[config.mk]
export PLATFORM = sky130hd
export DESIGN_NAME = macro_trigger_collector
export DESIGN_NICKNAME = d
export VERILOG_FILES = /design/src/rtl/mtc_pkg.sv /design/src/rtl/mtc_param_fifo.sv /design/src/rtl/mtc_bind_table.sv /design/src/rtl/mtc_sequencer.sv /design/src/rtl/macro_trigger_collector.sv
export SDC_FILE = /design/constraint.sdc
export NUM_CORES = 2
export LEC_CHECK = 0
export ABC_AREA = 1
export BUFFER_PORTS_ARGS = -buffer_cell sky130_fd_sc_hd__buf_2
export CORE_MARGIN = 2
export CORE_UTILIZATION = 30
export CTS_BUF_LIST = sky130_fd_sc_hd__clkbuf_4 sky130_fd_sc_hd__clkbuf_8 sky130_fd_sc_hd__clkbuf_16
export DETAILED_ROUTE_END_ITERATION = 10
export GPL_ROUTABILITY_DRIVEN = 1
export SLEW_MARGIN = 20
export SYNTH_ARGS = -nofsm -noshare
export SYNTH_HDL_FRONTEND = slang
export SYNTH_SLANG_ARGS = --single-unit
[constraint.sdc]
create_clock -name clk_i -period 4.85 [get_ports clk_i]
set_clock_uncertainty 0.15 [all_clocks]
set_input_delay 0.2425 -clock clk_i [delete_from_list [all_inputs] [get_ports clk_i]]
set_output_delay 0.2425 -clock clk_i [all_outputs]
set_load 0.1 [all_outputs]
[src/rtl/mtc_pkg.sv]
package mtc_pkg;
  localparam int unsigned METHOD_W = 13;
  localparam int unsigned DATA_W   = 32;
  localparam logic [METHOD_W-1:0] MACRO_BASE = 13'hE00;
endpackage

[src/rtl/mtc_param_fifo.sv]
module mtc_param_fifo #(
  parameter int unsigned WIDTH = 32,
  parameter int unsigned DEPTH = 32,
  localparam int unsigned PTR_W = (DEPTH > 1) ? $clog2(DEPTH) : 1,
  localparam int unsigned CNT_W = $clog2(DEPTH + 1)
) (
  input  logic             clk_i,
  input  logic             rst_ni,
  input  logic             push_i,
  input  logic [WIDTH-1:0] push_data_i,
  input  logic             pop_i,
  input  logic             flush_i,
  output logic [WIDTH-1:0] head_o,
  output logic             empty_o,
  output logic             full_o,
  output logic [CNT_W-1:0] cnt_nxt_o
);
  logic [WIDTH-1:0] mem_q [DEPTH];
  logic [PTR_W-1:0] wr_q, rd_q;
  logic [CNT_W-1:0] cnt_q;
  logic push_ok, pop_ok;

  assign empty_o   = (cnt_q == '0);
  assign full_o    = (cnt_q == CNT_W'(DEPTH));
  assign push_ok   = push_i && !full_o;
  assign pop_ok    = pop_i && !empty_o;
  assign head_o    = mem_q[rd_q];
  assign cnt_nxt_o = flush_i ? '0 : cnt_q + CNT_W'(push_ok) - CNT_W'(pop_ok);

  function automatic logic [PTR_W-1:0] inc(input logic [PTR_W-1:0] p);
    return (p == PTR_W'(DEPTH - 1)) ? '0 : p + PTR_W'(1);
  endfunction

  always_ff @(posedge clk_i or negedge rst_ni) begin
    if (!rst_ni) begin
      wr_q  <= '0;
      rd_q  <= '0;
      cnt_q <= '0;
    end else if (flush_i) begin
      wr_q  <= '0;
      rd_q  <= '0;
      cnt_q <= '0;
    end else begin
      if (push_ok) wr_q <= inc(wr_q);
      if (pop_ok)  rd_q <= inc(rd_q);
      cnt_q <= cnt_nxt_o;
    end
  end

  always_ff @(posedge clk_i) begin
    if (push_ok && !flush_i) mem_q[wr_q] <= push_data_i;
  end

  assert_cnt_bound_R9: assert property (@(posedge clk_i) disable iff (!rst_ni)
    cnt_q <= CNT_W'(DEPTH));
  assert_full_hold_R9: assert property (@(posedge clk_i) disable iff (!rst_ni)
    (full_o && !pop_i && !flush_i) |=> full_o);
  assert_flush_empty_R7: assert property (@(posedge clk_i) disable iff (!rst_ni)
    flush_i |=> empty_o);
endmodule

[src/rtl/mtc_bind_table.sv]
module mtc_bind_table #(
  parameter int unsigned WIDTH   = 32,
  parameter int unsigned ENTRIES = 8,
  localparam int unsigned IDX_W = (ENTRIES > 1) ? $clog2(ENTRIES) : 1
) (
  input  logic             clk_i,
  input  logic             rst_ni,
  input  logic             wr_i,
  input  logic [WIDTH-1:0] wr_data_i,
  input  logic             ptr_ld_i,
  input  logic [IDX_W-1:0] ptr_i,
  input  logic [IDX_W-1:0] rd_idx_i,
  output logic [WIDTH-1:0] rd_data_o
);
  logic [WIDTH-1:0] ent_q [ENTRIES];
  logic [IDX_W-1:0] ptr_q, wr_idx;

  // pointer load takes effect for a same-cycle write
  assign wr_idx    = ptr_ld_i ? ptr_i : ptr_q;
  assign rd_data_o = ent_q[rd_idx_i];

  always_ff @(posedge clk_i or negedge rst_ni) begin
    if (!rst_ni) ptr_q <= '0;
    else if (wr_i) ptr_q <= (wr_idx == IDX_W'(ENTRIES - 1)) ? '0 : wr_idx + IDX_W'(1);
    else if (ptr_ld_i) ptr_q <= ptr_i;
  end

  for (genvar g = 0; g < ENTRIES; g++) begin : g_ent
    always_ff @(posedge clk_i or negedge rst_ni) begin
      if (!rst_ni) ent_q[g] <= '0;
      else if (wr_i && wr_idx == IDX_W'(g)) ent_q[g] <= wr_data_i;
    end
  end

  assert_bind_store_R10: assert property (@(posedge clk_i) disable iff (!rst_ni)
    (wr_i && !ptr_ld_i) |=> ent_q[$past(ptr_q)] == $past(wr_data_i));
endmodule

[src/rtl/mtc_sequencer.sv]
module mtc_sequencer
  import mtc_pkg::*;
#(
  parameter int unsigned BIND_ENTRIES = 8,
  parameter int unsigned IDX_W = 3,
  parameter int unsigned CNT_W = 6
) (
  input  logic                clk_i,
  input  logic                rst_ni,
  input  logic                cmd_valid_i,
  input  logic [METHOD_W-1:0] cmd_method_i,
  input  logic                cmd_last_i,
  output logic                cmd_ready_o,
  output logic                reg_valid_o,
  output logic                push_o,
  input  logic                fifo_full_i,
  input  logic [CNT_W-1:0]    fifo_cnt_nxt_i,
  output logic                flush_o,
  output logic [IDX_W-1:0]    bind_idx_o,
  input  logic [DATA_W-1:0]   bind_rd_i,
  output logic                exec_valid_o,
  input  logic                exec_ready_i,
  output logic [DATA_W-1:0]   exec_addr_o,
  output logic [CNT_W-1:0]    exec_count_o,
  output logic                err_odd_o,
  output logic                err_bad_o,
  output logic                err_ovf_o
);
  logic coll_q, exec_valid_q, err_odd_q, err_bad_q, err_ovf_q;
  logic [METHOD_W-1:0] trig_q, cur_trig, trig_off;
  logic [DATA_W-1:0]   exec_addr_q;
  logic [CNT_W-1:0]    exec_cnt_q;
  logic acc, is_macro, arg_match, start_ok, odd_start, arg_ok, bad_arg, take, fire;

  assign acc       = cmd_valid_i && !exec_valid_q;
  assign is_macro  = cmd_method_i >= MACRO_BASE;
  assign arg_match = cmd_method_i == trig_q + METHOD_W'(1);
  assign start_ok  = acc && !coll_q && is_macro && !cmd_method_i[0];
  assign odd_start = acc && !coll_q && is_macro && cmd_method_i[0];
  assign arg_ok    = acc && coll_q && arg_match;
  assign bad_arg   = acc && coll_q && !arg_match;
  assign take      = start_ok || arg_ok;
  assign fire      = take && cmd_last_i;

  assign cmd_ready_o = !exec_valid_q;
  assign reg_valid_o = acc && !coll_q && !is_macro;
  assign push_o      = take && !fifo_full_i;
  assign flush_o     = exec_valid_q && exec_ready_i;

  // bind index of the trigger being fired
  assign cur_trig   = coll_q ? trig_q : cmd_method_i;
  assign trig_off   = (cur_trig - MACRO_BASE) >> 1;
  assign bind_idx_o = IDX_W'(trig_off % METHOD_W'(BIND_ENTRIES));

  always_ff @(posedge clk_i or negedge rst_ni) begin
    if (!rst_ni) begin
      coll_q       <= 1'b0;
      trig_q       <= '0;
      exec_valid_q <= 1'b0;
      exec_addr_q  <= '0;
      exec_cnt_q   <= '0;
      err_odd_q    <= 1'b0;
      err_bad_q    <= 1'b0;
      err_ovf_q    <= 1'b0;
    end else begin
      if (start_ok && !cmd_last_i) begin
        coll_q <= 1'b1;
        trig_q <= cmd_method_i;
      end
      if (fire) begin
        coll_q       <= 1'b0;
        exec_valid_q <= 1'b1;
        exec_addr_q  <= bind_rd_i;
        exec_cnt_q   <= fifo_cnt_nxt_i;
      end else if (flush_o) begin
        exec_valid_q <= 1'b0;
      end
      if (odd_start) err_odd_q <= 1'b1;
      if (bad_arg) err_bad_q <= 1'b1;
      if (take && fifo_full_i) err_ovf_q <= 1'b1;
    end
  end

  assign exec_valid_o = exec_valid_q;
  assign exec_addr_o  = exec_addr_q;
  assign exec_count_o = exec_cnt_q;
  assign err_odd_o    = err_odd_q;
  assign err_bad_o    = err_bad_q;
  assign err_ovf_o    = err_ovf_q;

  assert_reg_range_R1: assert property (@(posedge clk_i) disable iff (!rst_ni)
    reg_valid_o |-> (cmd_method_i < MACRO_BASE) && !exec_valid_o);
  assert_odd_no_start_R3: assert property (@(posedge clk_i) disable iff (!rst_ni)
    odd_start |=> err_odd_o && !coll_q && !exec_valid_o);
  assert_bad_no_push_R4: assert property (@(posedge clk_i) disable iff (!rst_ni)
    bad_arg |-> !push_o && !reg_valid_o);
  assert_fire_req_R5: assert property (@(posedge clk_i) disable iff (!rst_ni)
    fire |=> exec_valid_o);
  assert_exec_hold_R7: assert property (@(posedge clk_i) disable iff (!rst_ni)
    (exec_valid_o && !exec_ready_i) |=> exec_valid_o && $stable(exec_addr_o) && $stable(exec_count_o));
  assert_stall_R7: assert property (@(posedge clk_i) disable iff (!rst_ni)
    exec_valid_o |-> !push_o && !reg_valid_o);
endmodule

[src/rtl/macro_trigger_collector.sv]
module macro_trigger_collector
  import mtc_pkg::*;
#(
  parameter int unsigned FIFO_DEPTH   = 32,
  parameter int unsigned BIND_ENTRIES = 8,
  localparam int unsigned IDX_W = (BIND_ENTRIES > 1) ? $clog2(BIND_ENTRIES) : 1,
  localparam int unsigned CNT_W = $clog2(FIFO_DEPTH + 1)
) (
  input  logic                clk_i,
  input  logic                rst_ni,
  input  logic                cmd_valid_i,
  output logic                cmd_ready_o,
  input  logic [METHOD_W-1:0] cmd_method_i,
  input  logic [DATA_W-1:0]   cmd_arg_i,
  input  logic                cmd_last_i,
  output logic                reg_valid_o,
  output logic [METHOD_W-1:0] reg_method_o,
  output logic [DATA_W-1:0]   reg_arg_o,
  input  logic                bind_wr_i,
  input  logic [DATA_W-1:0]   bind_data_i,
  input  logic                bind_ptr_ld_i,
  input  logic [IDX_W-1:0]    bind_ptr_i,
  output logic                exec_valid_o,
  input  logic                exec_ready_i,
  output logic [DATA_W-1:0]   exec_addr_o,
  output logic [CNT_W-1:0]    exec_count_o,
  input  logic                pop_i,
  output logic [DATA_W-1:0]   pop_data_o,
  output logic                pop_empty_o,
  output logic                err_odd_start_o,
  output logic                err_bad_method_o,
  output logic                err_overflow_o
);
  logic             push, flush, fifo_full;
  logic [CNT_W-1:0] cnt_nxt;
  logic [IDX_W-1:0] bind_idx;
  logic [DATA_W-1:0] bind_rd;

  assign reg_method_o = cmd_method_i;
  assign reg_arg_o    = cmd_arg_i;

  mtc_sequencer #(
    .BIND_ENTRIES(BIND_ENTRIES), .IDX_W(IDX_W), .CNT_W(CNT_W)
  ) i_seq (
    .clk_i, .rst_ni, .cmd_valid_i, .cmd_method_i, .cmd_last_i, .cmd_ready_o,
    .reg_valid_o, .push_o(push), .fifo_full_i(fifo_full), .fifo_cnt_nxt_i(cnt_nxt),
    .flush_o(flush), .bind_idx_o(bind_idx), .bind_rd_i(bind_rd),
    .exec_valid_o, .exec_ready_i, .exec_addr_o, .exec_count_o,
    .err_odd_o(err_odd_start_o), .err_bad_o(err_bad_method_o), .err_ovf_o(err_overflow_o)
  );

  mtc_param_fifo #(.WIDTH(DATA_W), .DEPTH(FIFO_DEPTH)) i_fifo (
    .clk_i, .rst_ni, .push_i(push), .push_data_i(cmd_arg_i), .pop_i, .flush_i(flush),
    .head_o(pop_data_o), .empty_o(pop_empty_o), .full_o(fifo_full), .cnt_nxt_o(cnt_nxt)
  );

  mtc_bind_table #(.WIDTH(DATA_W), .ENTRIES(BIND_ENTRIES)) i_bind (
    .clk_i, .rst_ni, .wr_i(bind_wr_i), .wr_data_i(bind_data_i), .ptr_ld_i(bind_ptr_ld_i),
    .ptr_i(bind_ptr_i), .rd_idx_i(bind_idx), .rd_data_o(bind_rd)
  );
endmodule

# Word level (Yosys, flattened, before mapping)
# Memories as Yosys holds them, arrays and structs flattened.
# Cells that the tools add are included.
op_classes:
  addsub: 7
  n_bitwise: 1
  magnitude_cmp: 2
  n_mux: 21
  n_reduce_logical: 41
  eq_ne: 11
ops:
  columns: ["operator", "count"]
  rows:
  - ["$bmux W32 S3", 1]
  - ["$mux W32", 2]
  - ["$mux W5", 6]
  - ["$logic_and A1 B1 Y1", 25]
  - ["$add A13 B1 Y13 const B", 1]
  - ["$eq A13 B13 Y1", 1]
  - ["$ge A13 B12 Y1 const B", 1]
  - ["$eq A3 B3 Y1 const B", 4]
  - ["$mux W6", 2]
  - ["$add A5 B1 Y5 const B", 2]
  - ["$eq A5 B5 Y1 const B", 2]
  - ["$logic_not A1 Y1", 9]
  - ["$mux W3", 3]
  - ["$reduce_bool A2 Y1", 4]
  - ["$add A6 B1 Y6", 1]
  - ["$eq A3 B2 Y1 const B", 2]
  - ["$eq A6 B6 Y1 const B", 1]
  - ["$logic_not A6 Y1", 1]
  - ["$mux W1", 6]
  - ["$sub A6 B1 Y6", 1]
  - ["$ge A4 B4 Y1 const B", 1]
  - ["$mux W4", 1]
  - ["$not A3 Y4", 1]
  - ["$sub A4 B1 Y4 const B", 1]
  - ["4 further kinds", 4]
totals:
  wordCells: 104
  ram_bits: 1024
  n_memories: 1
  ff_bits: 331
  inputBits: 88
  out_inout_bits: 122
memory_table:
  columns: ["memory", "depth", "width", "read_ports", "rd_ports_with_merged_regs", "wr", "line", "text"]
  rows:
  - ["i_fifo.mem_q", 32, 32, 1, 0, 1, "mtc_param_fifo.sv:18", "logic [WIDTH-1:0] mem_q [DEPTH];"]

# Longest topological paths before layout
depth:
  ltp_word: 12
  ltp_mapped: 26
  mapped_depth_nobuf: 24

# By module
# Synthesis repeated with hierarchy kept, for this count alone.
unflattened:
  hier_cells: 5762
  hier_area_um2: 58922.8
modules_own_cells:
  columns: ["mod", "n_inst", "seq_area_each_um2", "area_per_inst_um2", "cells_per_inst"]
  rows:
  - ["mtc_param_fifo", 1, 31149.9, 42358.1, 3619]
  - ["mtc_bind_table", 1, 6481.2, 13494.2, 1738]
  - ["mtc_sequencer", 1, 1401.3, 2732.6, 360]
  - ["macro_trigger_collector", 1, 0.0, 337.8, 45]

# Worst setup path after synthesis
# Ideal clock, no wire load.
synth_path:
  path_kind: "flip-flop to flip-flop"
  startpoint: "reg i_seq.trig_q[0]"
  endpoint: "mem i_fifo.mem_q[10][0] (enable)"
  stages_incl_launch_ff: 15
  n_path_buf: 2
  t_arrival_ns: 4.028
  synth_period_minus_slack_ns: 4.638
  t_required_ns: 4.239
  setup_ns: 0.461
  path_slack_ns: 0.212
  cell_sequence: "dfrtp_1 -> ha_1 -> nand2_1 -> nand2_1 -> nor2_1 -> nand3_1 -> nor2_1 -> nand3_1 -> nor2_1 -> nand4_2 -> nand2_4 -> nand2_2 -> buf_6 -> buf_6 -> nor3_1"
synth_between:
  elab_chain_cells: 9
synth_lines:
  columns: ["element", "line", "text"]
  rows:
  - ["start, declared", "mtc_sequencer.sv:30", "logic [METHOD_W-1:0] trig_q, cur_trig, trig_off;"]
  - ["start signal, assigned", "mtc_sequencer.sv:68", "trig_q <= cmd_method_i;"]
  - ["$add A13 B1 Y13", "mtc_sequencer.sv:37", "assign arg_match = cmd_method_i == trig_q + METHOD_W'(1);"]
  - ["$eq A13 B13 Y1", "mtc_sequencer.sv:37", null]
  - ["$logic_and A1 B1 Y1", "mtc_sequencer.sv:40", "assign arg_ok = acc && coll_q && arg_match;"]
  - ["$logic_or A1 B1 Y1", "mtc_sequencer.sv:42", "assign take = start_ok || arg_ok;"]
  - ["$logic_and A1 B1 Y1", "mtc_sequencer.sv:47", "assign push_o = take && !fifo_full_i;"]
  - ["$logic_and A1 B1 Y1", "mtc_param_fifo.sv:25", "assign push_ok = push_i && !full_o;"]
  - ["$logic_and A1 B1 Y1", "mtc_param_fifo.sv:51", "if (push_ok && !flush_i) mem_q[wr_q] <= push_data_i;"]
  - ["$mux W1", "mtc_param_fifo.sv:51", null]
  - ["$mux W1 (not written as such)", "mtc_param_fifo.sv:51", null]
  - ["end, declared", "mtc_param_fifo.sv:18", null]
# Every way passes these cells.

# Final worst setup path
layout_path:
  startpoint: "reg i_fifo.rd_q[1]"
  endpoint: "out pop_data_o[6]"
layout_between:
  elab_chain_cells: 1
layout_lines:
  columns: ["element", "line", "text"]
  rows:
  - ["start, declared", "mtc_param_fifo.sv:19", "logic [PTR_W-1:0] wr_q, rd_q;"]
  - ["start signal, assigned", "mtc_param_fifo.sv:45", "if (pop_ok) rd_q <= inc(rd_q);"]
  - ["$mem_v2 Z32 W32", null, null]
  - ["end, declared", "macro_trigger_collector.sv:28", "output logic [DATA_W-1:0] pop_data_o,"]
# Every way passes these cells.

==> flow_summary.json <==
{
  "arrival_ps": 4040,
  "finalPower_mw": 40.1,
  "synth_simple_gate_area_frac": 0.102,
  "io_pins": 210,
  "reg2reg_slack_ps": 1320,
  "pwr-share-seq": 0.357,
  "layout_commonest_cell": "edfxtp_1",
  "cts_tree": "built",
  "fill_cells": 17900,
  "hold_path_startpoint": "exec_ready_i",
  "cts_setup_buffers": 0,
  "ctsResizeCount": 0,
  "power_switching_mw": 16.5,
  "cellLeakagePower_nw": 23.4,
  "yosysWarningCount": 0,
  "synth-edff-count": 1024,
  "hold_violations": 0,
  "avgSynthCellArea_um2": 11.6,
  "synth_top_family_by_area": "compound AO/OA/AOI/OAI gates",
  "die_w_um": 433,
  "layout-drive-gt1-share": 0.121,
  "worstPathRequired_ps": 4460,
  "num_vias": 38200,
  "utilization": 0.354,
  "slew_violations": 0,
  "gr-total-overflow": 0,
  "postRouteAntennaNets": 0,
  "cp_slowest_cell": "dfrtp_4",
  "drtIter0Drc": 4159,
  "final_cell_area_mm2": 0.0647,
  "outcome": "complete, no violations",
  "drcViolationCount": 0,
  "fmax_ghz": 0.226,
  "setup_violations": 0,
  "portBuffers": 209,
  "grt_max_degree": 166,
  "die_area_mm2": 0.187,
  "h-tree-depth": 4,
  "synthXorXnorAreaFrac": 0.00143,
  "antenna_found_initial": 7,
  "crit_top_cell": "o22ai_1",
  "synth_fp_nets": 4873,
  "grt_pass1_vias": 37200,
  "place_area_mm2": 0.0589,
  "slew_headroom": 0.312,
  "areaGrowthSynthToFinish_pct": 17.4,
  "ys_ff_latch": 1355,
  "path_clk_slew_ps": 60,
  "p_per_area_mw_per_mm2": 619,
  "clock_sinks": 1355,
  "grt_pass1_wl_mm": 238,
  "cp-end-kind": "output pin",
  "startpoint": "i_fifo.rd_q[1]",
  "dp_hpwl_mm": 85.5,
  "timing.max_cap.violations": 0,
  "wl_per_cell_um": 21.1,
  "worst_path_largest_cell_delay_ps": 730,
  "rsz0062_at_grt": "false",
  "ir_worst_vdd_mv": 1.49,
  "initial_utilization": 0.302,
  "clkLatencyLatePin_ps": 770,
  "rows": 157,
  "synth_adder_area_share": 0.00558,
  "worst_slew_pin_slew_ps": 1030,
  "period_share": 0.913,
  "firstDrtPassIters": 5,
  "swShare": 0.413,
  "grt_use_total": 0.167,
  "viasPerCell": 5.07,
  "wirelength_mm": 159,
  "cp-start-kind": "flop",
  "power.share.clock": 0.273,
  "seq_area_frac_synth": 0.708,
  "synth_compound_area_frac": 0.141,
  "regToRegStartpoint": "i_seq.trig_q[1]",
  "hold_path_class": "in2reg",
  "cp_max_fo": 55,
  "netlist_instances": 4761,
  "pwr-share-comb": 0.370,
  "final_cell_mix": "1024 x edfxtp_1, 881 x o21ai_0, 726 x nand2_1",
  "dieHeight_um": 433,
  "worstPathCellList": "inv_6, buf_12, o21ai_0, o22ai_1, nor2_1, o22ai_1, nand2_1, o31ai_1, buf_2",
  "ys.flop_type": "edfxtp_1",
  "ys_async_sr_fraction": 0.244,
  "synthDistinctLibCells": 41,
  "gp_congestion": 0.807,
  "intPower_mw": 23.5,
  "finalSetupTns_ps": 0,
  "layout_min_cycle_time_ps": 4430,
  "core_mm2": 0.183,
  "synth_mux_area_frac": 0.00581,
  "nets": 5059,
  "cts_root_buf": "clkbuf_16",
  "cts.path.max_buffers": 3,
  "syn-cell-area_mm2": 0.0552,
  "setup_ws_ps": 422,
  "worstSetupPathType": "reg2out",
  "place_ws_ps": 1210,
  "numCtsBuffers": 144
}
-- metrics by stage --
stage	hold slack [ps]	instances
global route	51.6	7523
CTS	11.8	7521
finish	84.4	7525
global placement	167	7161
detailed placement	177	7161
floorplan	-203	4761
-- path summary, 6_finish.rpt --
path / endpoint / cells past startpoint
max: pop_data_o[6] / 9
min: i_seq.exec_valid_o / 3
max reg2reg: i_fifo.mem_q[7][27] / 15
min reg2reg: i_seq.exec_addr_o[15] / 2
max in group asynchronous: i_seq.exec_addr_o[22] / 4
min in group asynchronous: i_bind.ent_q[228] / 4
-- cells by family after synthesis --
family / after synthesis
simple gates: 1448
compound gates: 1415
flops: 1355
buf+inv: 478
mux: 32
fa+ha+maj: 24
xor+xnor: 9
-- sequential cells by signal, indices dropped and copies added, names as in the netlist, 5 cells and up --
signal / count
i_fifo.mem_q: 1024
i_seq.trig_q: 13
i_seq.exec_count_o: 6
i_fifo.wr_q: 5
i_fifo.cnt_q: 6
i_seq.exec_addr_o: 32
i_fifo.rd_q: 5
i_bind.ent_q: 256
-- per-layer routing --
layer  wire length [um]  vias to the layer above  global-route usage
li1                   -                    17400                   -
met1              67000                    19100               0.220
met2              77700                     1383               0.282
met3               9970                      247              0.0253
met4               4430                        6              0.0541
met5                 31                        -                   0
-- power groups by stage --
stage	sequential (mW)	combinational (mW)	clock, mW
after detailed placement	14.5	14.8	0
after global placement	14.5	14.7	0
after floorplan	14.9	9.92	0
after global routing	14.4	16.1	11.6
after CTS	14.3	14.9	11.2
final	14.3	14.8	10.9
-- what timing repair did --
item / CTS / global route
hold buffers: 104 / 0
setup endpoints to repair: 0 / 0
hold endpoints to repair: 1431 / 0
-- synthesized netlist by cell type, drive strengths merged, types with 4 or more instances --
cell,count,area (um2)
edfxtp,1024,30700
o21ai,918,4590
nand2,738,2790
nor2,623,2350
dfrtp,331,8280
o22ai,302,1890
clkbuf,282,1060
a21oi,107,536
inv,100,375
buf,91,587
a32oi,64,561
nand3,38,190
nor3,35,185
mux2i,32,320
ha,23,288
o31ai,15,113
nand4,7,50.1
clkinv,5,18.8
xor2,5,43.8
or2,4,25.0
xnor2,4,35.0
-- final cells by class --
class	instances	area (um2)	share of cell area
multi-input combinational	2928	14300	0.221
clock inverter	60	587	0.00906
antenna	4	10.0	0.000155
tap	2464	3080	0.0476
timing repair buffer	413	3160	0.0487
clock buffer	196	4130	0.0638
inverter	105	412	0.00636
sequential	1355	39000	0.603
-- worst max-delay path, delay by kind of cell, from the launching register on --
kind	cells	cell delay, ps
AO/OA/AOI/OAI	4	880
buffers and inverters	3	1320
flip-flops	1	730
AND/OR/NAND/NOR	2	250
(Power assumes the default switching activity.)
